$ cat src/rtl/gpio_pkg.sv
package gpio_pkg;
    localparam int SEL_W = 3;
    localparam int ALT_N = 3;

    typedef enum logic [SEL_W-1:0] {
        RS_DOUT = 3'd0,
        RS_DIR  = 3'd1,
        RS_OD   = 3'd2,
        RS_ALO  = 3'd3,
        RS_AHI  = 3'd4,
        RS_PIN  = 3'd5
    } regsel_e;
endpackage

$ cat src/rtl/gpio_sync.sv
module gpio_sync #(
    parameter int W = 8
) (
    input  logic         clk,
    input  logic         rst_n,
    input  logic [W-1:0] async_i,
    output logic [W-1:0] sync_o
);
    typedef struct packed {
        logic [W-1:0] s1;
        logic [W-1:0] s2;
    } sync_t;

    sync_t st_d, st_q;

    always_comb begin
        st_d    = st_q;
        st_d.s1 = async_i;
        st_d.s2 = st_q.s1;
    end

    always_ff @(posedge clk) begin
        st_q <= st_d;
    end

    assign sync_o = st_q.s2;

    // two rising edges between pad and synchronized level
    a_r5_two_stage: assert property (@(posedge clk) disable iff (!rst_n)
        $past(rst_n, 2) |-> sync_o == $past(async_i, 2));
endmodule

$ cat src/rtl/gpio_regs.sv
module gpio_regs
    import gpio_pkg::*;
#(
    parameter int PINS = 8
) (
    input  logic            clk,
    input  logic            rst_n,
    input  logic            wr_en,
    input  regsel_e         sel,
    input  logic [PINS-1:0] mask,
    input  logic [PINS-1:0] wdata,
    output logic [PINS-1:0] dout_q,
    output logic [PINS-1:0] dir_q,
    output logic [PINS-1:0] od_q,
    output logic [PINS-1:0] alo_q,
    output logic [PINS-1:0] ahi_q
);
    typedef struct packed {
        logic [PINS-1:0] dout;
        logic [PINS-1:0] dir;
        logic [PINS-1:0] od;
        logic [PINS-1:0] alo;
        logic [PINS-1:0] ahi;
    } regs_t;

    regs_t r_d, r_q;

    function automatic logic [PINS-1:0] merge(input logic [PINS-1:0] old_v,
                                              input logic [PINS-1:0] new_v,
                                              input logic [PINS-1:0] m);
        return (old_v & ~m) | (new_v & m);
    endfunction

    always_comb begin
        r_d = r_q;
        if (wr_en) begin
            case (sel)
                RS_DOUT: r_d.dout = merge(r_q.dout, wdata, mask);
                RS_DIR:  r_d.dir  = merge(r_q.dir,  wdata, mask);
                RS_OD:   r_d.od   = merge(r_q.od,   wdata, mask);
                RS_ALO:  r_d.alo  = merge(r_q.alo,  wdata, mask);
                RS_AHI:  r_d.ahi  = merge(r_q.ahi,  wdata, mask);
                default: r_d = r_q;
            endcase
        end
    end

    always_ff @(posedge clk) begin
        if (!rst_n) r_q <= '0;
        else        r_q <= r_d;
    end

    assign dout_q = r_q.dout;
    assign dir_q  = r_q.dir;
    assign od_q   = r_q.od;
    assign alo_q  = r_q.alo;
    assign ahi_q  = r_q.ahi;

    // selected bits of the port output register take the write data
    a_r2_masked_set: assert property (@(posedge clk) disable iff (!rst_n)
        (wr_en && sel == RS_DOUT) |=> ((dout_q ^ $past(wdata)) & $past(mask)) == '0);
    // unselected direction bits survive a direction write
    a_r3_unmasked_kept: assert property (@(posedge clk) disable iff (!rst_n)
        (wr_en && sel == RS_DIR) |=> ((dir_q ^ $past(dir_q)) & ~$past(mask)) == '0);
    // read-only and unused addresses change no setting
    a_r10_ro_ignored: assert property (@(posedge clk) disable iff (!rst_n)
        (wr_en && sel >= RS_PIN) |=> $stable(r_q));
    // the cycle after reset, all settings are clear
    a_r1_reset_clear: assert property (@(posedge clk)
        !rst_n |=> r_q == '0);
endmodule

$ cat src/rtl/gpio_pin_mux.sv
module gpio_pin_mux
    import gpio_pkg::*;
#(
    parameter int PINS = 8
) (
    input  logic                  clk,
    input  logic                  rst_n,
    input  logic [PINS-1:0]       dout,
    input  logic [PINS-1:0]       dir,
    input  logic [PINS-1:0]       od,
    input  logic [PINS-1:0]       alo,
    input  logic [PINS-1:0]       ahi,
    input  logic [ALT_N*PINS-1:0] alt_out,
    input  logic [ALT_N*PINS-1:0] alt_oe,
    output logic [PINS-1:0]       pad_out,
    output logic [PINS-1:0]       pad_oe
);
    logic [PINS-1:0] src_v, src_e;

    for (genvar i = 0; i < PINS; i++) begin : g_pin
        logic [1:0] psel;
        assign psel = {ahi[i], alo[i]};

        always_comb begin
            case (psel)
                2'd1:    begin src_v[i] = alt_out[i];          src_e[i] = alt_oe[i];          end
                2'd2:    begin src_v[i] = alt_out[PINS + i];   src_e[i] = alt_oe[PINS + i];   end
                2'd3:    begin src_v[i] = alt_out[2*PINS + i]; src_e[i] = alt_oe[2*PINS + i]; end
                default: begin src_v[i] = dout[i];             src_e[i] = dir[i];             end
            endcase
        end

        assign pad_out[i] = od[i] ? 1'b0 : src_v[i];
        assign pad_oe[i]  = od[i] ? (src_e[i] & ~src_v[i]) : src_e[i];

        // an open-drain pin never drives a high level
        a_r9_od_no_high: assert property (@(posedge clk) disable iff (!rst_n)
            (od[i] && pad_oe[i]) |-> !pad_out[i]);
        // a port-sourced push-pull pin follows its direction bit
        a_r7_pp_enable: assert property (@(posedge clk) disable iff (!rst_n)
            (psel == 2'd0 && !od[i]) |-> pad_oe[i] == dir[i]);
    end
endmodule

$ cat src/rtl/gpio_port.sv
module gpio_port
    import gpio_pkg::*;
#(
    parameter int PINS   = 8,
    localparam int ADDR_W = PINS + SEL_W
) (
    input  logic                  clk,
    input  logic                  rst_n,
    input  logic                  bus_en,
    input  logic                  bus_we,
    input  logic [ADDR_W-1:0]     bus_addr,
    input  logic [PINS-1:0]       bus_wdata,
    output logic [PINS-1:0]       bus_rdata,
    input  logic [PINS-1:0]       pad_in,
    output logic [PINS-1:0]       pad_out,
    output logic [PINS-1:0]       pad_oe,
    input  logic [ALT_N*PINS-1:0] alt_out,
    input  logic [ALT_N*PINS-1:0] alt_oe,
    output logic [PINS-1:0]       periph_in
);
    regsel_e         sel;
    logic [PINS-1:0] mask;
    logic            wr_en;
    logic [PINS-1:0] dout_q, dir_q, od_q, alo_q, ahi_q, pin_q;
    logic [PINS-1:0] raw_rd;

    assign sel   = regsel_e'(bus_addr[SEL_W-1:0]);
    assign mask  = bus_addr[ADDR_W-1:SEL_W];
    assign wr_en = bus_en & bus_we;

    gpio_regs #(.PINS(PINS)) i_regs (
        .clk(clk), .rst_n(rst_n), .wr_en(wr_en), .sel(sel), .mask(mask),
        .wdata(bus_wdata), .dout_q(dout_q), .dir_q(dir_q), .od_q(od_q),
        .alo_q(alo_q), .ahi_q(ahi_q)
    );

    gpio_sync #(.W(PINS)) i_sync (
        .clk(clk), .rst_n(rst_n), .async_i(pad_in), .sync_o(pin_q)
    );

    gpio_pin_mux #(.PINS(PINS)) i_mux (
        .clk(clk), .rst_n(rst_n), .dout(dout_q), .dir(dir_q), .od(od_q),
        .alo(alo_q), .ahi(ahi_q), .alt_out(alt_out), .alt_oe(alt_oe),
        .pad_out(pad_out), .pad_oe(pad_oe)
    );

    assign periph_in = pin_q;

    always_comb begin
        case (sel)
            RS_DOUT: raw_rd = dout_q;
            RS_DIR:  raw_rd = dir_q;
            RS_OD:   raw_rd = od_q;
            RS_ALO:  raw_rd = alo_q;
            RS_AHI:  raw_rd = ahi_q;
            RS_PIN:  raw_rd = pin_q;
            default: raw_rd = '0;
        endcase
    end

    assign bus_rdata = (bus_en && !bus_we) ? (raw_rd & mask) : '0;

    // an idle bus carries no data
    a_r4_idle_zero: assert property (@(posedge clk) disable iff (!rst_n)
        !bus_en |-> bus_rdata == '0);
    // peripherals see the same level that software reads
    a_r6_periph_match: assert property (@(posedge clk) disable iff (!rst_n)
        (bus_en && !bus_we && sel == RS_PIN) |-> bus_rdata == (periph_in & mask));
endmodule

$ cat config.mk
export PLATFORM = sky130hd
export DESIGN_NAME = gpio_port
export DESIGN_NICKNAME = d
export VERILOG_FILES = /design/src/rtl/gpio_pkg.sv /design/src/rtl/gpio_sync.sv /design/src/rtl/gpio_regs.sv /design/src/rtl/gpio_pin_mux.sv /design/src/rtl/gpio_port.sv
export SDC_FILE = /design/constraint.sdc
export NUM_CORES = 1
export LEC_CHECK = 0
export BUFFER_PORTS_ARGS = -buffer_cell sky130_fd_sc_hd__buf_2
export CAP_MARGIN = 5
export CORE_ASPECT_RATIO = 0.6
export CORE_MARGIN = 2
export CORE_UTILIZATION = 50
export DETAILED_ROUTE_END_ITERATION = 12
export HOLD_SLACK_MARGIN = 0.03
export PLACE_DENSITY = 0.81
export SYNTH_ARGS = -nofsm -noshare
export SYNTH_HDL_FRONTEND = slang
export SYNTH_SLANG_ARGS = --single-unit
$ cat constraint.sdc
create_clock -name clk -period 2.5 [get_ports clk]
set_input_delay 0.125 -clock clk [delete_from_list [all_inputs] [get_ports clk]]
set_output_delay 0.125 -clock clk [all_outputs]
set_load 0.01 [all_outputs]
Word-level counts from Yosys, hierarchy flattened
Index checks and enable logic that the tools add are counted.

operators by class
  eq/ne operators = 29
  mux-type cells = 34
  bitwise logic cells = 30
  reduce and logical (&&, ||, !) cells = 8

operator list
  cell                number
  $and 8x8->8         7
  $pmux 1 s3          16
  $pmux 8 s6          1
  $or 8x8->8          5
  $eq 2x2->1 const B  16
  $eq 2x1->1 const B  8
  $mux 1              16
  $reduce_and 2->1    5
  $and 1x1->1         9
  $mux 8              1
  $not 1->1           8
  $not 8->8           1
  $eq 3x2->1 const B  2
  $eq 3x3->1 const B  2
  $eq 3x1->1 const B  1
  $logic_not 3->1     1
  $logic_and 1x1->1   1
  $logic_not 1->1     1

storage, ports and cells
  flip-flop bits (word level) = 56
  input port bits = 79
  output and inout bits = 32
  word-level logic and storage cells = 108

Logic depth before layout (Yosys ltp)
  depth after elaboration = 5
  gate-level depth with buffers = 5
  depth with buffers taken out = 3

Cells and area by module
A second synthesis with hierarchy kept.

unflattened totals
  cells, all modules = 292
  area, all modules = 2965.3 µm²

by module, submodules not included
  module        times used  cells an instance  area an instance (µm²)  seq. area each (µm²)
  gpio_regs     1           182                1650.3                  800.8
  gpio_port     1           62                 520.5                   0.0
  gpio_pin_mux  1           32                 474.2                   0.0
  gpio_sync     1           16                 320.3                   320.3

Worst setup path before layout
Ideal clock, no wire load.

  path type = flip-flop to output port
  start = register (tool-made name)
  end = output pad_oe[0]
  data arrival time = 1209 ps
  data required time = 2375 ps
  path slack = 1166 ps
  cell stages (with the launch flop) = 3
  path buffers = 0
  cells stage by stage = dfxtp_1 > mux4_2 > a21boi_0

RTL lines
  item       RTL line         source
  to (decl)  gpio_port.sv:16  output logic [PINS-1:0] pad_oe,

==> results by group <==
Run status
  • Status: finished, final reports clean

Synthesis
  • Top FF cell, synth: sky130_fd_sc_hd__dfxtp_1
  • Post-Synthesis Cells: between 300 and 400
  • Number of enable-type register cells in the synthesized netlist: 0
  • Most used standard cell by instance count after synthesis: sky130_fd_sc_hd__nand2_1
  • Number of distinct standard cells referenced by the synthesized netlist: 21
  • Asr flop ratio synth: 0
  • Avg Cell Area, Syn: a little under 10 sq um
  • Proportion of synthesized chip area in sequential cells: 0.374
  • Post-synthesis sequential element count: 56
  • Top area cells in the synthesized netlist: sky130_fd_sc_hd__dfxtp_1 (37%), sky130_fd_sc_hd__mux2i_1 (13%), sky130_fd_sc_hd__mux4_2 (12%), sky130_fd_sc_hd__nand2_1 (8.0%), sky130_fd_sc_hd__mux2_2 (6.8%)
  • Share of Yosys cell area claimed by the top area cell type: 0.374
  • Most instantiated cells after synthesis: sky130_fd_sc_hd__nand2_1 (64), sky130_fd_sc_hd__dfxtp_1 (56), sky130_fd_sc_hd__mux2i_1 (40), sky130_fd_sc_hd__nand3_1 (40), sky130_fd_sc_hd__mux2_2 (18)
  • Warnings, synthesis: 0
  • Syn_nets: approximately 380
  • Most area-hungry cell type in the Yosys netlist: sky130_fd_sc_hd__dfxtp_1
  • Post-Syn Area: ~3000 sq um

Timing
  • Unrepaired setup endpoints after global routing: no
  • Fmax: 570 MHz
  • Worst Tran Pin Value: between 0.7 and 0.8 ns
  • Share of the cycle needed by the critical path after routing: 0.702
  • Post-route worst setup slack: 0.744 ns
  • Clock Skews: roughly 0.00027 ns
  • Relative slew margins: 0.488
  • Final critical path time including I/O delays and setup: around 1.8 ns
  • Max-slew violation total from the final report: 0
  • Final setup violating endpoints: 0
  • Final hold violation count: 0
  • Total Neg Setup Slack: 0 ns

Route
  • Post-DRT Antenna Nets: 0
  • DRC: 0
  • Drt initial violations: between 150 and 200
  • DRT Pass-1 Iters: 5
  • Total number of vias: roughly 2800
  • Wirelength, routed: a little under 8 mm
  • Routed via count divided by cell count: approximately 5.7
  • Drt wl/cell: 15.8 um

Cells and area
  • ANT cells: 0
  • Post-route insts no fill: between 400 and 500
  • Net count, final: 492
  • Area delta synth->final: 24.3%
  • Share of final-layout standard cells stronger than drive strength 1: 0.379

CTS
  • Post-CTS repair timing setup buffer count: 0
  • Clock insertion delay at the later pin of the skew report: 0.31 ns
  • Resized Gates After CTS: 0
  • Clk sinks: 56
  • Clock buffers created by TritonCTS: 5
  • Register clock-pin slew on the reported worst setup and hold paths: 0.09 ns
  • Count of H-tree levels built during CTS: 2
  • Hold bufs inserted after CTS: 8
  • CTS Buffer Depth: 2
  • CTS Root Cell: sky130_fd_sc_hd__clkbuf_8
  • CTS tree: done

Worst setup path
  • WP data required: between 2 and 2.5 ns
  • Crit path DAT: approximately 1.6 ns
  • Maximum fanout encountered on the critical timing path: 4
  • Worst Path Class, Setup: flip-flop to output port
  • Worst setup SP type: flip-flop
  • Register-to-register setup slack: about 1.7 ns
  • Kind of end point of the critical path: output port

Floorplan
  • Core area: about 5700 sq um
  • Cell Rows: 21
  • Initial Utilization: 0.529
  • Ports: between 100 and 150
  • Overall die area: approximately 6700 sq um
  • Die width: approximately 100 um
  • Vertical die dimension: around 64 um

Placed design
  • HPWL after detailed placement: between 5 and 6 mm
  • I/O Buffers: between 100 and 150
  • Pre-CTS worst setup slack: about 0.86 ns
  • Final GP Congestion: between 0.8 and 0.9
  • Instance count after placement with tap cells included: approximately 480

Global routing
  • Number of global-route vias before repair: roughly 2800
  • Global-route total usage across every layer: 0.249
  • Antenna violations before repair: 0
  • First-pass GRT wire length: between 10 and 15 mm
  • Total congestion overflow: 0
  • Pin count of the biggest net entering global routing: 42

Pwr
  • Worst vdd rail ir drop: 0.290 mV
  • Leakage component of the power: around 1.8 nW
  • Power per standard cell area: about 440 nW/um^2

Flow run
  • Total of max-cap violations: 0

Hold path
  • Path category of the worst min-delay check: input pin to flip-flop
## final cells by class
cell class	count	area, sq um
clock buffers	8	90.1
fillers	480	1950
multi-input cells	228	1760
flip-flops and latches	56	1120
well taps	80	100
repair buffers	122	661
## where the power goes
group,switching (W),internal (W),total (W)
sequential,0.0000106,0.000910,0.000920
clock,0.000288,0.000227,0.000514
combinational,0.000116,0.000102,0.000218
total,0.000414,0.00124,0.00165
## layout by cell type, fill, tap and decap left out
master	netlist	final
sky130_fd_sc_hd__a21boi_0	8	8
sky130_fd_sc_hd__nor3b_2	2	2
sky130_fd_sc_hd__buf_4	7	4
sky130_fd_sc_hd__nand3_1	40	40
sky130_fd_sc_hd__nand2_1	64	64
sky130_fd_sc_hd__nor2b_1	12	12
sky130_fd_sc_hd__mux2_2	18	18
sky130_fd_sc_hd__dlygate4sd3_1	0	8
sky130_fd_sc_hd__a21oi_1	2	2
sky130_fd_sc_hd__nor2_4	1	1
sky130_fd_sc_hd__nor2_1	2	2
sky130_fd_sc_hd__dfxtp_1	56	56
sky130_fd_sc_hd__mux4_2	16	16
sky130_fd_sc_hd__buf_2	4	110
sky130_fd_sc_hd__o22ai_1	6	6
sky130_fd_sc_hd__a22oi_1	14	14
sky130_fd_sc_hd__and3_1	1	1
sky130_fd_sc_hd__and3b_1	1	1
sky130_fd_sc_hd__clkbuf_8	0	6
sky130_fd_sc_hd__and2b_1	1	1
sky130_fd_sc_hd__clkbuf_1	4	2
sky130_fd_sc_hd__mux2i_1	40	40
## path summary, 6_finish.rpt
check | start | to | cells past startpoint
max | flip-flop | pad_oe[4] | 3
max reg2reg | flip-flop | flip-flop | 2
min reg2reg | i_sync.st_d[1] | i_sync.sync_o[1] | 0
min | bus_addr[3] | flip-flop | 3
## routing by layer
metal  track usage  wire, um  up-vias
met4        0.0405       110        0
met1         0.337      3560     1356
li1              -         -     1322
met3        0.0612       600       16
met2         0.414      3550      137
met5             0         0        -
## metrics by stage
step,utilization,cell area [sq um],hold slack (ns),total power [W]
global route,0.657,3730,0.145,0.00173
finish,0.657,3730,0.150,0.00165
global placement,0.627,3560,0.227,0.00114
floorplan,-,3000,0.153,0.00105
detailed placement,0.627,3560,0.229,0.00115
CTS,0.657,3730,0.143,0.00166
## cells by family after synthesis
| logic type | synth area share |
|---|---|
| AOI/OAI and AO/OA | 0.0709 |
| buffers and inverters | 0.0404 |
| DFF | 0.374 |
| muxes | 0.321 |
| and+or+nand+nor | 0.194 |
## critical path, cell delays in order (launching register included)
cell and delay (ns):
sky130_fd_sc_hd__dfxtp_1 0.43, sky130_fd_sc_hd__mux4_2 0.53, sky130_fd_sc_hd__a21boi_0 0.19, sky130_fd_sc_hd__buf_2 0.16
Power figures use the tool's default switching activity.
